`src/rtl/wr2pkt_pkg.sv`:
```
package wr2pkt_pkg;

    typedef enum logic [1:0] {
        PH_IDLE = 2'd0,
        PH_HEAD = 2'd1,
        PH_BODY = 2'd2,
        PH_RESP = 2'd3
    } wr_phase_e;

    localparam logic [1:0] RESP_OKAY = 2'b00;

    localparam int unsigned DEF_ADDR_W = 32;
    localparam int unsigned DEF_DATA_W = 64;
    localparam int unsigned DEF_ID_W   = 4;
    localparam int unsigned DEF_LEN_W  = 8;
    localparam int unsigned DEF_DEST_W = 4;

    typedef struct packed {
        logic addr_take;
        logic head_take;
        logic tail_take;
        logic resp_take;
    } wr_events_t;

    function automatic wr_phase_e phase_step(input wr_phase_e cur, input wr_events_t ev);
        wr_phase_e nxt;
        nxt = cur;
        unique case (cur)
            PH_IDLE: if (ev.addr_take) nxt = PH_HEAD;
            PH_HEAD: if (ev.head_take) nxt = PH_BODY;
            PH_BODY: if (ev.tail_take) nxt = PH_RESP;
            PH_RESP: if (ev.resp_take) nxt = PH_IDLE;
            default: nxt = PH_IDLE;
        endcase
        return nxt;
    endfunction

endpackage

```
`src/rtl/wr2pkt_phase.sv`:
```
module wr2pkt_phase
    import wr2pkt_pkg::*;
(
    input  logic       clk,
    input  logic       rst,
    input  wr_events_t ev,
    output wr_phase_e  phase
);

    always_ff @(posedge clk) begin
        if (rst) begin
            phase <= PH_IDLE;
        end else begin
            phase <= phase_step(phase, ev);
        end
    end

endmodule

```
`src/rtl/wr2pkt_capture.sv`:
```
module wr2pkt_capture #(
    parameter int unsigned ADDR_W = 32,
    parameter int unsigned ID_W   = 4,
    parameter int unsigned LEN_W  = 8
) (
    input  logic              clk,
    input  logic              rst,
    input  logic              load,
    input  logic [ID_W-1:0]   in_id,
    input  logic [ADDR_W-1:0] in_addr,
    input  logic [LEN_W-1:0]  in_len,
    output logic [ID_W-1:0]   held_id,
    output logic [ADDR_W-1:0] held_addr,
    output logic [LEN_W-1:0]  held_len
);

    always_ff @(posedge clk) begin
        if (rst) begin
            held_id   <= '0;
            held_addr <= '0;
            held_len  <= '0;
        end else if (load) begin
            held_id   <= in_id;
            held_addr <= in_addr;
            held_len  <= in_len;
        end
    end

endmodule

```
`src/rtl/wr2pkt_header.sv`:
```
module wr2pkt_header #(
    parameter int unsigned ADDR_W = 32,
    parameter int unsigned DATA_W = 64,
    parameter int unsigned ID_W   = 4,
    parameter int unsigned LEN_W  = 8,
    parameter int unsigned DEST_W = 4
) (
    input  logic [ID_W-1:0]   id,
    input  logic [ADDR_W-1:0] addr,
    input  logic [LEN_W-1:0]  len,
    output logic [DATA_W-1:0] word
);

    localparam int unsigned HDR_W = DEST_W + ID_W + LEN_W + ADDR_W;

    logic [DEST_W-1:0] dest;
    logic [HDR_W-1:0]  packed_fields;

    assign dest          = addr[ADDR_W-1 -: DEST_W];
    assign packed_fields = {dest, id, len, addr};

    generate
        if (HDR_W < DATA_W) begin : g_pad
            assign word = {{(DATA_W-HDR_W){1'b0}}, packed_fields};
        end else begin : g_trim
            assign word = packed_fields[DATA_W-1:0];
        end
    endgenerate

endmodule

```
`src/rtl/wr2pkt_bridge.sv`:
```
module wr2pkt_bridge
    import wr2pkt_pkg::*;
#(
    parameter int unsigned ADDR_W = DEF_ADDR_W,
    parameter int unsigned DATA_W = DEF_DATA_W,
    parameter int unsigned ID_W   = DEF_ID_W,
    parameter int unsigned LEN_W  = DEF_LEN_W,
    parameter int unsigned DEST_W = DEF_DEST_W
) (
    input  logic              clk,
    input  logic              rst,
    input  logic              aw_valid,
    output logic              aw_ready,
    input  logic [ID_W-1:0]   aw_id,
    input  logic [ADDR_W-1:0] aw_addr,
    input  logic [LEN_W-1:0]  aw_len,
    input  logic              w_valid,
    output logic              w_ready,
    input  logic [DATA_W-1:0] w_data,
    input  logic              w_last,
    output logic              b_valid,
    input  logic              b_ready,
    output logic [ID_W-1:0]   b_id,
    output logic [1:0]        b_resp,
    output logic              pkt_valid,
    input  logic              pkt_ready,
    output logic [DATA_W-1:0] pkt_data,
    output logic              pkt_sop,
    output logic              pkt_eop
);

    wr_phase_e         phase;
    wr_events_t        ev;
    logic              in_idle, in_head, in_body, in_resp;
    logic [ID_W-1:0]   cap_id;
    logic [ADDR_W-1:0] cap_addr;
    logic [LEN_W-1:0]  cap_len;
    logic [DATA_W-1:0] hdr_word;

    assign in_idle = (phase == PH_IDLE);
    assign in_head = (phase == PH_HEAD);
    assign in_body = (phase == PH_BODY);
    assign in_resp = (phase == PH_RESP);

    always_comb begin
        ev.addr_take = aw_valid & in_idle;
        ev.head_take = in_head & pkt_ready;
        ev.tail_take = in_body & w_valid & pkt_ready & w_last;
        ev.resp_take = in_resp & b_ready;
    end

    wr2pkt_phase u_phase (
        .clk   (clk),
        .rst   (rst),
        .ev    (ev),
        .phase (phase)
    );

    wr2pkt_capture #(
        .ADDR_W (ADDR_W),
        .ID_W   (ID_W),
        .LEN_W  (LEN_W)
    ) u_capture (
        .clk       (clk),
        .rst       (rst),
        .load      (ev.addr_take),
        .in_id     (aw_id),
        .in_addr   (aw_addr),
        .in_len    (aw_len),
        .held_id   (cap_id),
        .held_addr (cap_addr),
        .held_len  (cap_len)
    );

    wr2pkt_header #(
        .ADDR_W (ADDR_W),
        .DATA_W (DATA_W),
        .ID_W   (ID_W),
        .LEN_W  (LEN_W),
        .DEST_W (DEST_W)
    ) u_header (
        .id   (cap_id),
        .addr (cap_addr),
        .len  (cap_len),
        .word (hdr_word)
    );

    // Address channel: open only between writes
    assign aw_ready = in_idle;

    // Data channel: cut-through, closed until the header is gone
    assign w_ready   = in_body & pkt_ready;
    assign pkt_valid = in_head | (in_body & w_valid);
    assign pkt_sop   = in_head;
    assign pkt_eop   = in_body & w_last;
    assign pkt_data  = in_head ? hdr_word : w_data;

    // Response channel
    assign b_valid = in_resp;
    assign b_id    = cap_id;
    assign b_resp  = RESP_OKAY;

    // a header waiting on the network stays put
    p_head_stable_r3: assert property (@(posedge clk) disable iff (rst)
        (pkt_valid && pkt_sop && !pkt_ready) |=> (pkt_valid && pkt_sop && $stable(pkt_data)));

    // no data beat is taken while a header is on the output
    p_no_data_under_head_r4: assert property (@(posedge clk) disable iff (rst)
        w_ready |-> !pkt_sop);

    // an accepted data beat is the word the network takes
    p_cut_through_r5: assert property (@(posedge clk) disable iff (rst)
        (w_valid && w_ready) |-> (pkt_valid && pkt_ready && !pkt_sop && pkt_data == w_data));

    // a response appears only after an end-of-packet handshake
    p_resp_after_eop_r6: assert property (@(posedge clk) disable iff (rst)
        $rose(b_valid) |-> $past(pkt_valid && pkt_ready && pkt_eop));

    // a pending response holds its ID
    p_resp_hold_r7: assert property (@(posedge clk) disable iff (rst)
        (b_valid && !b_ready) |=> (b_valid && $stable(b_id)));

    // one write at a time
    p_single_write_r2: assert property (@(posedge clk) disable iff (rst)
        aw_ready |-> (!b_valid && !pkt_valid));

    // network stall closes the data channel
    p_net_stall_r8: assert property (@(posedge clk) disable iff (rst)
        !pkt_ready |-> !w_ready);

endmodule

```
`config.mk`:
```
export PLATFORM = sky130hd
export DESIGN_NAME = wr2pkt_bridge
export DESIGN_NICKNAME = d
export VERILOG_FILES = /design/src/rtl/wr2pkt_pkg.sv /design/src/rtl/wr2pkt_phase.sv /design/src/rtl/wr2pkt_capture.sv /design/src/rtl/wr2pkt_header.sv /design/src/rtl/wr2pkt_bridge.sv
export SDC_FILE = /design/constraint.sdc
export NUM_CORES = 1
export LEC_CHECK = 0
export BUFFER_PORTS_ARGS = -buffer_cell sky130_fd_sc_hd__buf_2
export CORE_MARGIN = 10
export CORE_UTILIZATION = 40
export CTS_BUF_LIST = sky130_fd_sc_hd__clkbuf_16
export DETAILED_ROUTE_END_ITERATION = 8
export PLACE_DENSITY = 0.77
export SLEW_MARGIN = 20
export SYNTH_ARGS = -nofsm -noshare
export SYNTH_HDL_FRONTEND = slang
export SYNTH_HIERARCHICAL = 1
export SYNTH_SLANG_ARGS = --single-unit
```
`constraint.sdc`:
```
create_clock -name clk -period 1.7 [get_ports clk]
set_input_delay 0.17 -clock clk [delete_from_list [all_inputs] [get_ports clk]]
set_output_delay 0.17 -clock clk [all_outputs]
set_load 0.02 [all_outputs]
```
### Yosys cells after proc, flatten, opt, wreduce, memory -nomap -nowiden

Index checks and enable logic that the tools add are counted.

* register bits: 46
* latch bits: 0
* RAM bits: 0
* memory bits (read-only): 0
* bits of input ports: 115
* output and inout port bits: 76
* logic and storage cells: 28
* memories: 0

* add/subtract/negate cells: 0
* multiply operators: 0
* div/mod/pow operators: 0
* magnitude comparators: 0
* eq/ne operators: 7
* shift operators: 0
* multiplexer cells: 6
* bitwise operators: 9
* reductions and logical operators: 2

Operators by type and width (count)
* $mux 64: 1
* $and 1x1->1: 8
* $mux 2: 4
* $pmux 2 s4: 1
* $ne 2x2->1 const B: 3
* $eq 2x2->1 const B: 2
* $reduce_and 4->1: 1
* $eq 2x1->1 const B: 1
* $logic_not 2->1: 1
* $ne 2x1->1 const B: 1
* $or 1x1->1: 1

### Depth between registers and ports, before layout

Gate-level depths: netlist of run 1.

* depth in word-level cells: 6
* depth in mapped cells: 7
* depth with buffers taken out: 5

### Modules after synthesis

The synthesis of run 1 kept the hierarchy.

Modules (own cells, without submodules)
* wr2pkt_capture: instances 1, cells an instance 142, area an instance 1597.8 sq um, sequential area each 880.8 sq um
* wr2pkt_bridge: instances 1, cells an instance 85, area an instance 1009.7 sq um, sequential area each 0.0 sq um
* wr2pkt_header: instances 1, cells an instance 65, area an instance 484.2 sq um, sequential area each 0.0 sq um
* wr2pkt_phase: instances 1, cells an instance 19, area an instance 201.4 sq um, sequential area each 40.0 sq um

### Least setup slack after synthesis of run 1

No wires, ideal clock.

* path type: register -> register
* start: register u_phase.phase[0]
* end: register u_phase.phase[0]
* library setup time: 72 ps
* data arrival time: 1758 ps
* required time: 1628 ps
* path slack: -130 ps
* stages on the path, launching flop included: 8
* path buffers: 2
* period minus slack after synthesis: 1830 ps
* cells stage by stage: dfxtp_1 > nor2b_4 > buf_6 > buf_8 > and2_1 > nor2b_4 > a2111oi_4 > mux2i_1

RTL lines
* start, declared: line wr2pkt_phase.sv:7 `output wr_phase_e phase`
* start signal, assigned: line wr2pkt_phase.sv:14 `phase <= phase_step(phase, ev);`

### Worst setup path in the final report of run 1

* start: register u_phase.phase[0]
* end: output port pkt_data[55]

* cells in the longest elaborated chain, start to end: 2

Ends and longest elaborated chain
* $eq 2x1->1: line wr2pkt_bridge.sv:41 `assign in_head = (phase == PH_HEAD);`
* $mux 64: line wr2pkt_bridge.sv:96 `assign pkt_data = in_head ? hdr_word : w_data;`
* end, declared: line wr2pkt_bridge.sv:27 `output logic [DATA_W-1:0] pkt_data,`

Every way passes these cells.

==> impl_results.md, run 1 <==
* Outcome: finished, violations left
* Failing checks: setup timing
* First-pass GRT wire length at 14200 um
* CP Max Fanout at 9
* Gpl congestion at 0.844
* Vias in the first global route at 2741
* CTS tree: built
* Post-DRT Antenna Nets at 0
* Non-filler cells in the finished layout at 563
* Most common cell after layout, fill and taps aside: buf_2
* CTS clk-pin slew, worst paths at 60 ps
* Total number of yosys warnings at 6
* Final hold slack at 120 ps
* Dpl cell area at 3830 sq um
* Finished layout cell area at 4780 sq um
* Synth Register Bits at 46
* Initial core utilization at 0.407
* Final nets at 575
* Initial antenna violation count at 1
* Leakage Power at 2.44 nW
* Synth-to-layout area growth at 45.2%
* Seq/Total Area, Yosys at 0.280
* Chip height at 111 um
* Vias/cell at 4.57
* Routed wire length at 10100 um
* Crit path DAT at 1580 ps
* DP HPWL at 6970 um
* Final hold viol count at 0
* Netlist cell types at 23
* Largest net degree at the start of global routing at 26
* Finished Core Util at 0.591
* Post-synth top area share at 0.280
* Syn Inst Count at 311
* Crit path capture type: output pin
* Setup Skew at 5.66 ps
* Setup TNS Final at -1720 ps
* RSZ-0062 raised after global routing: yes
* Full die area at 12300 sq um
* Num rows at 33
* Clock tree buffer depth at 2
* Worst setup path category: reg2out
* VDD IR max at 0.000592 V
* Max frequency at 571 MHz
* Total power at 7.20 mW
* H-tree depth at 2
* Slack of the critical path at -51.4 ps
* 1st-iter DRT viols at 114
* Crit path launch type: register
* Placed Cells incl. Taps at 542
* Max_slew headroom at 0.658
* Synth top area cells: dfxtp_1 (28%), buf_4 (16%), mux2i_1 (14%)
* Share of cells above drive strength 1 at 0.615
* Num ports at 191
* GRT overflow at 0
* Setup Viol. Count Final at 64
* Avg Cell Area, Syn at 10.6 sq um
* Tmin final at 1750 ps
* CTS Hold Bufs at 0
* Drt first pass iters at 4
* Final period util at 1.03
* Worst Tran Pin Value at 513 ps
* Worst hold path class: in2reg
* Mapped cell area at 3290 sq um
* DRC Markers at 0
* Pre-CTS setup slack at -61.9 ps
* DR vias at 2574
* Max-Cap Viols at 0
* Power Dens Cells at 1510 nW/um^2
* TritonCTS buffer count at 5
* Worst path required time at 1530 ps
* Clock Latency Late Sink at 280 ps
* Sink Count at 46
* Die Wd at 111 um
* Max-slew violation count at 0
* Layout filler cell count at 650
* Yosys top cell by area: dfxtp_1
* Port bufs at 188
* Routed wire length per instance at 18.0 um
* Global-route usage over all layers at 0.138
* Most frequent cells in the layout: buf_2 (124), mux2_4 (64), buf_6 (64)
* CTS root buf: clkbuf_16
* Core footprint at 8090 sq um
[final timing paths]
| path | startpoint | endpoint | slack [ps] | cells past startpoint |
|---|---|---|---|---|
| max reg2reg | u_phase/phase[0] | u_phase/phase[1] | 50 | 6 |
| max | u_phase/phase[0] | pkt_data[55] | -50 | 5 |
| min | aw_addr[2] | u_capture/held_addr[2] | 120 | 3 |
| min reg2reg | u_capture/held_addr[23] | u_capture/held_addr[23] | 500 | 2 |
[what timing repair did]
action                                  CTS  global route
buffers inserted                          4             0
cloned                                    3             5
pin swaps                                 0             1
resized for setup                        62           112
endpoints found under the setup margin   67            66
[metal layers]
metal	share of wire	global-route usage	wire length (um)
met2	0.53	0.254	5350
met3	0.076	0.0509	771
met5	0	0	0
met4	0.0075	0.0269	76
met1	0.39	0.146	3920
[synth_stat cells]
cell type  instances
buf_4             69
dfxtp_1           46
mux2i_1           46
nor2_1            45
mux2_2            37
mux2_4            27
buf_12             6
clkbuf_1           4
ha_1               4
nand2b_1           4
and2_1             3
inv_1              3
and3_1             2
and3b_1            2
buf_6              2
conb_1             2
nor2b_1            2
nor2b_4            2
a2111oi_4          1
buf_8              1
clkbuf_2           1
nand3b_1           1
o21bai_1           1
[report_power, final]
group          switching (mW)  leakage (nW)  internal (mW)
registers               0.125         0.380           1.30
logic                    2.15          1.99           2.70
clock network           0.396        0.0730          0.540
total                    2.67          2.44           4.53
[sequential cells by signal, summed over array words and instances (netlist names)]
| register | flops |
|---|---|
| u_phase/phase | 2 |
| u_capture/held_len | 8 |
| u_capture/held_id | 4 |
| u_capture/held_addr | 32 |
[critical path, cell delays in order, from the launching register on]
cell	delay, ps
dfxtp_4	340
nor2b_4	180
buf_12	170
clkbuf_16	170
mux2_4	300
buf_6	130
[layout make-up]
type	count	area, sq um	area share
diodes	1	2.50	0.000523
multi-input cells	195	1870	0.390
repair buffers	205	1700	0.355
clock buffers	5	125	0.0262
flip-flops and latches	46	928	0.194
well taps	105	131	0.0275
clock inverters	3	16.3	0.00340
inverters	3	11.3	0.00236
[kinds of logic after synthesis]
group	synth area share
mux	0.389
buf+inv	0.215
simple gates	0.0881
flops	0.280
fa+ha+maj	0.0152
compound gates	0.0106
other cells	0.00228
Power figures use the tool's default switching activity.
==> inputs of run 2 (changes only) <==
--- a/config.mk
+++ b/config.mk
@@ -11,6 +11,7 @@
 export CTS_BUF_LIST = sky130_fd_sc_hd__clkbuf_16
 export DETAILED_ROUTE_END_ITERATION = 8
 export PLACE_DENSITY = 0.77
+export SETUP_SLACK_MARGIN = 0.5
 export SLEW_MARGIN = 20
 export SYNTH_ARGS = -nofsm -noshare
 export SYNTH_HDL_FRONTEND = slang
==> impl_results.md, run 2 (same netlist as run 1, synthesis figures left out) <==
* Outcome: finished, violations left
* Failing checks: setup timing
* Max-slew violation count at 0 (unchanged)
* CTS Hold Bufs at 0 (unchanged)
* Synth-to-layout area growth at 49.2%
* Final hold viol count at 0 (unchanged)
* Share of cells above drive strength 1 at 0.654 (+0.0390)
* RSZ-0062 raised after global routing: yes
* Leakage Power at 2.46 nW (+0.72%)
* CTS clk-pin slew, worst paths at 70 ps (about the same)
* Tmin final at 1790 ps (+34.8 ps)
* Worst setup path category: reg2out
* Routed wire length per instance at 17.4 um (-3.0%)
* DR vias at 2654 (+3.1%)
* Setup TNS Final at -2940 ps (-1220 ps)
* Final nets at 589 (+2.4%)
* Routed wire length at 10000 um (-0.73%)
* Chip height at 111 um (unchanged)
* CTS root buf: clkbuf_16
* Num rows at 33 (unchanged)
* Reg with most FFs: u_capture/held_addr
* Core footprint at 8090 sq um (unchanged)
* Gpl congestion at 0.843 (-0.11%)
* Num ports at 191 (unchanged)
* Non-filler cells in the finished layout at 576 (+2.3%)
* Final hold slack at 114 ps (-6.36 ps)
* Port bufs at 188 (unchanged)
* Worst Setup SP: u_phase/phase[0]
* Worst r2r src: u_phase/phase[1]
* Cells along the critical path: nor2b_4 > buf_12 > clkbuf_16 > mux2_4 > buf_6
* Worst hold path class: in2reg
* Crit path launch type: register
* 1st-iter DRT viols at 104 (-8.8%)
* Drt first pass iters at 4 (unchanged)
* First-pass GRT wire length at 15000 um (+5.6%)
* Crit path capture type: output pin
* Setup Viol. Count Final at 56 (-13%)
* Final period util at 1.05 (+0.0205)
* Die Wd at 111 um (unchanged)
* Crit path DAT at 1620 ps (+40 ps)
* CP Max Fanout at 8 (-1)
* Vias in the first global route at 2883 (+5.2%)
* Worst path required time at 1530 ps (about the same)
* Area of the multi-input gates at 1840 sq um (-1.5%)
* Clock tree buffer depth at 2 (unchanged)
* Hold path start: aw_addr[19]
* Clock Latency Late Sink at 280 ps (about the same)
* CTS tree: built
* CP max stage cell: dfxtp_4
* Most common cell after layout, fill and taps aside: buf_2
* GRT overflow at 0 (unchanged)
* Initial antenna violation count at 0 (-1)
* Full die area at 12300 sq um (unchanged)
* Placed Cells incl. Taps at 542 (unchanged)
* Post-DRT Antenna Nets at 0 (unchanged)
* DRC Markers at 0 (unchanged)
* Max-Cap Viols at 0 (unchanged)
* Largest net degree at the start of global routing at 33 (+27%)
* Sink Count at 46 (unchanged)
* DP HPWL at 6810 um (-2.4%)
* Global-route usage over all layers at 0.145 (+0.00774)
* Max frequency at 560 MHz (-1.9%)
* Layout filler cell count at 673 (+3.5%)
* Power Dens Cells at 1540 nW/um^2 (+2.5%)
* Initial core utilization at 0.407 (unchanged)
* Slack of the critical path at -86.2 ps (-34.8 ps)
* Antenna diodes at 0 (-1)
* H-tree depth at 2 (unchanged)
* Pre-CTS setup slack at 27.8 ps (+89.7 ps)
* Setup Skew at 9.46 ps (+3.80 ps)
* Most frequent cells in the layout: buf_2 (139), buf_6 (54), mux2_4 (46)
* Biggest regs: u_capture/held_addr: 32 flops, u_capture/held_len: 8 flops, u_capture/held_id: 4 flops
* CP peak stage delay at 350 ps (about the same)
* Vias/cell at 4.61 (+0.78%)
* FF+latch area at 928 sq um (unchanged)
* VDD IR max at 0.000652 V (+10%)
* Max reg flops at 32 (unchanged)
* TritonCTS buffer count at 5 (unchanged)
==> run 2: changes by cell type in the layout (fill, tap and decap cells not counted), moves of 10 or more <==
cell | previous run | this run
buf_2 | 124 | 139
mux2_2 | 0 | 18
mux2_4 | 64 | 46
buf_6 | 64 | 54
==> run 2: path summary, 6_finish.rpt <==
check,endpoint,slack (ps),depth (start not counted)
worst max-delay path,pkt_data[48],-90,5
worst min-delay path,u_capture/held_addr[19],110,3
worst max register to register,u_capture/held_len[0],30,9
worst min register to register,u_capture/held_addr[7],490,2
==> run 2: timing repair <==
item / 4_1_cts / 5_1_grt
pin swaps: 1 / 6
endpoints found under the hold margin: 0 / 0
gates resized for setup: 77 / 64
endpoints found under the setup margin: 115 / 116
cloned: 9 / 3
setup buffers: 10 / 4
==> run 2: where the power goes <==
part	internal (mW)	switching (mW)
Clock	0.551	0.431
Combinational	2.97	2.21
Sequential	1.30	0.127
==> run 2: cell type report <==
cell class / instances / area share
inverter: 3 / 0.00229
tap: 105 / 0.0267
timing repair buffer: 219 / 0.378
clock inverter: 3 / 0.00458
sequential: 46 / 0.189
clock buffer: 5 / 0.0255
multi-input combinational: 195 / 0.374
==> run 2: critical path, delay by kind of cell (launching register included) <==
kind,cells,cell delay [ps]
and+or+nand+nor,1,190
muxes,1,310
DFF,1,350
buffers and inverters,3,480
==> run 2: layer usage <==
| metal | track usage | vias to the layer above | part of all wire |
|---|---|---|---|
| met3 | 0.0482 | 10 | 0.062 |
| met2 | 0.288 | 101 | 0.56 |
| met5 | 0 | - | 0 |
| li1 | - | 1285 | - |
| met4 | 0.0191 | 0 | 0.010 |
| met1 | 0.144 | 1258 | 0.37 |
==> run 2: metrics by stage <==
step | total power [mW] | utilization | cell area [sq um]
floorplan | 4.48 | - | 3390
global placement | 4.74 | 0.475 | 3840
detailed placement | 4.84 | 0.475 | 3840
CTS | 7.01 | 0.563 | 4560
global route | 7.99 | 0.607 | 4910
finish | 7.59 | 0.607 | 4910
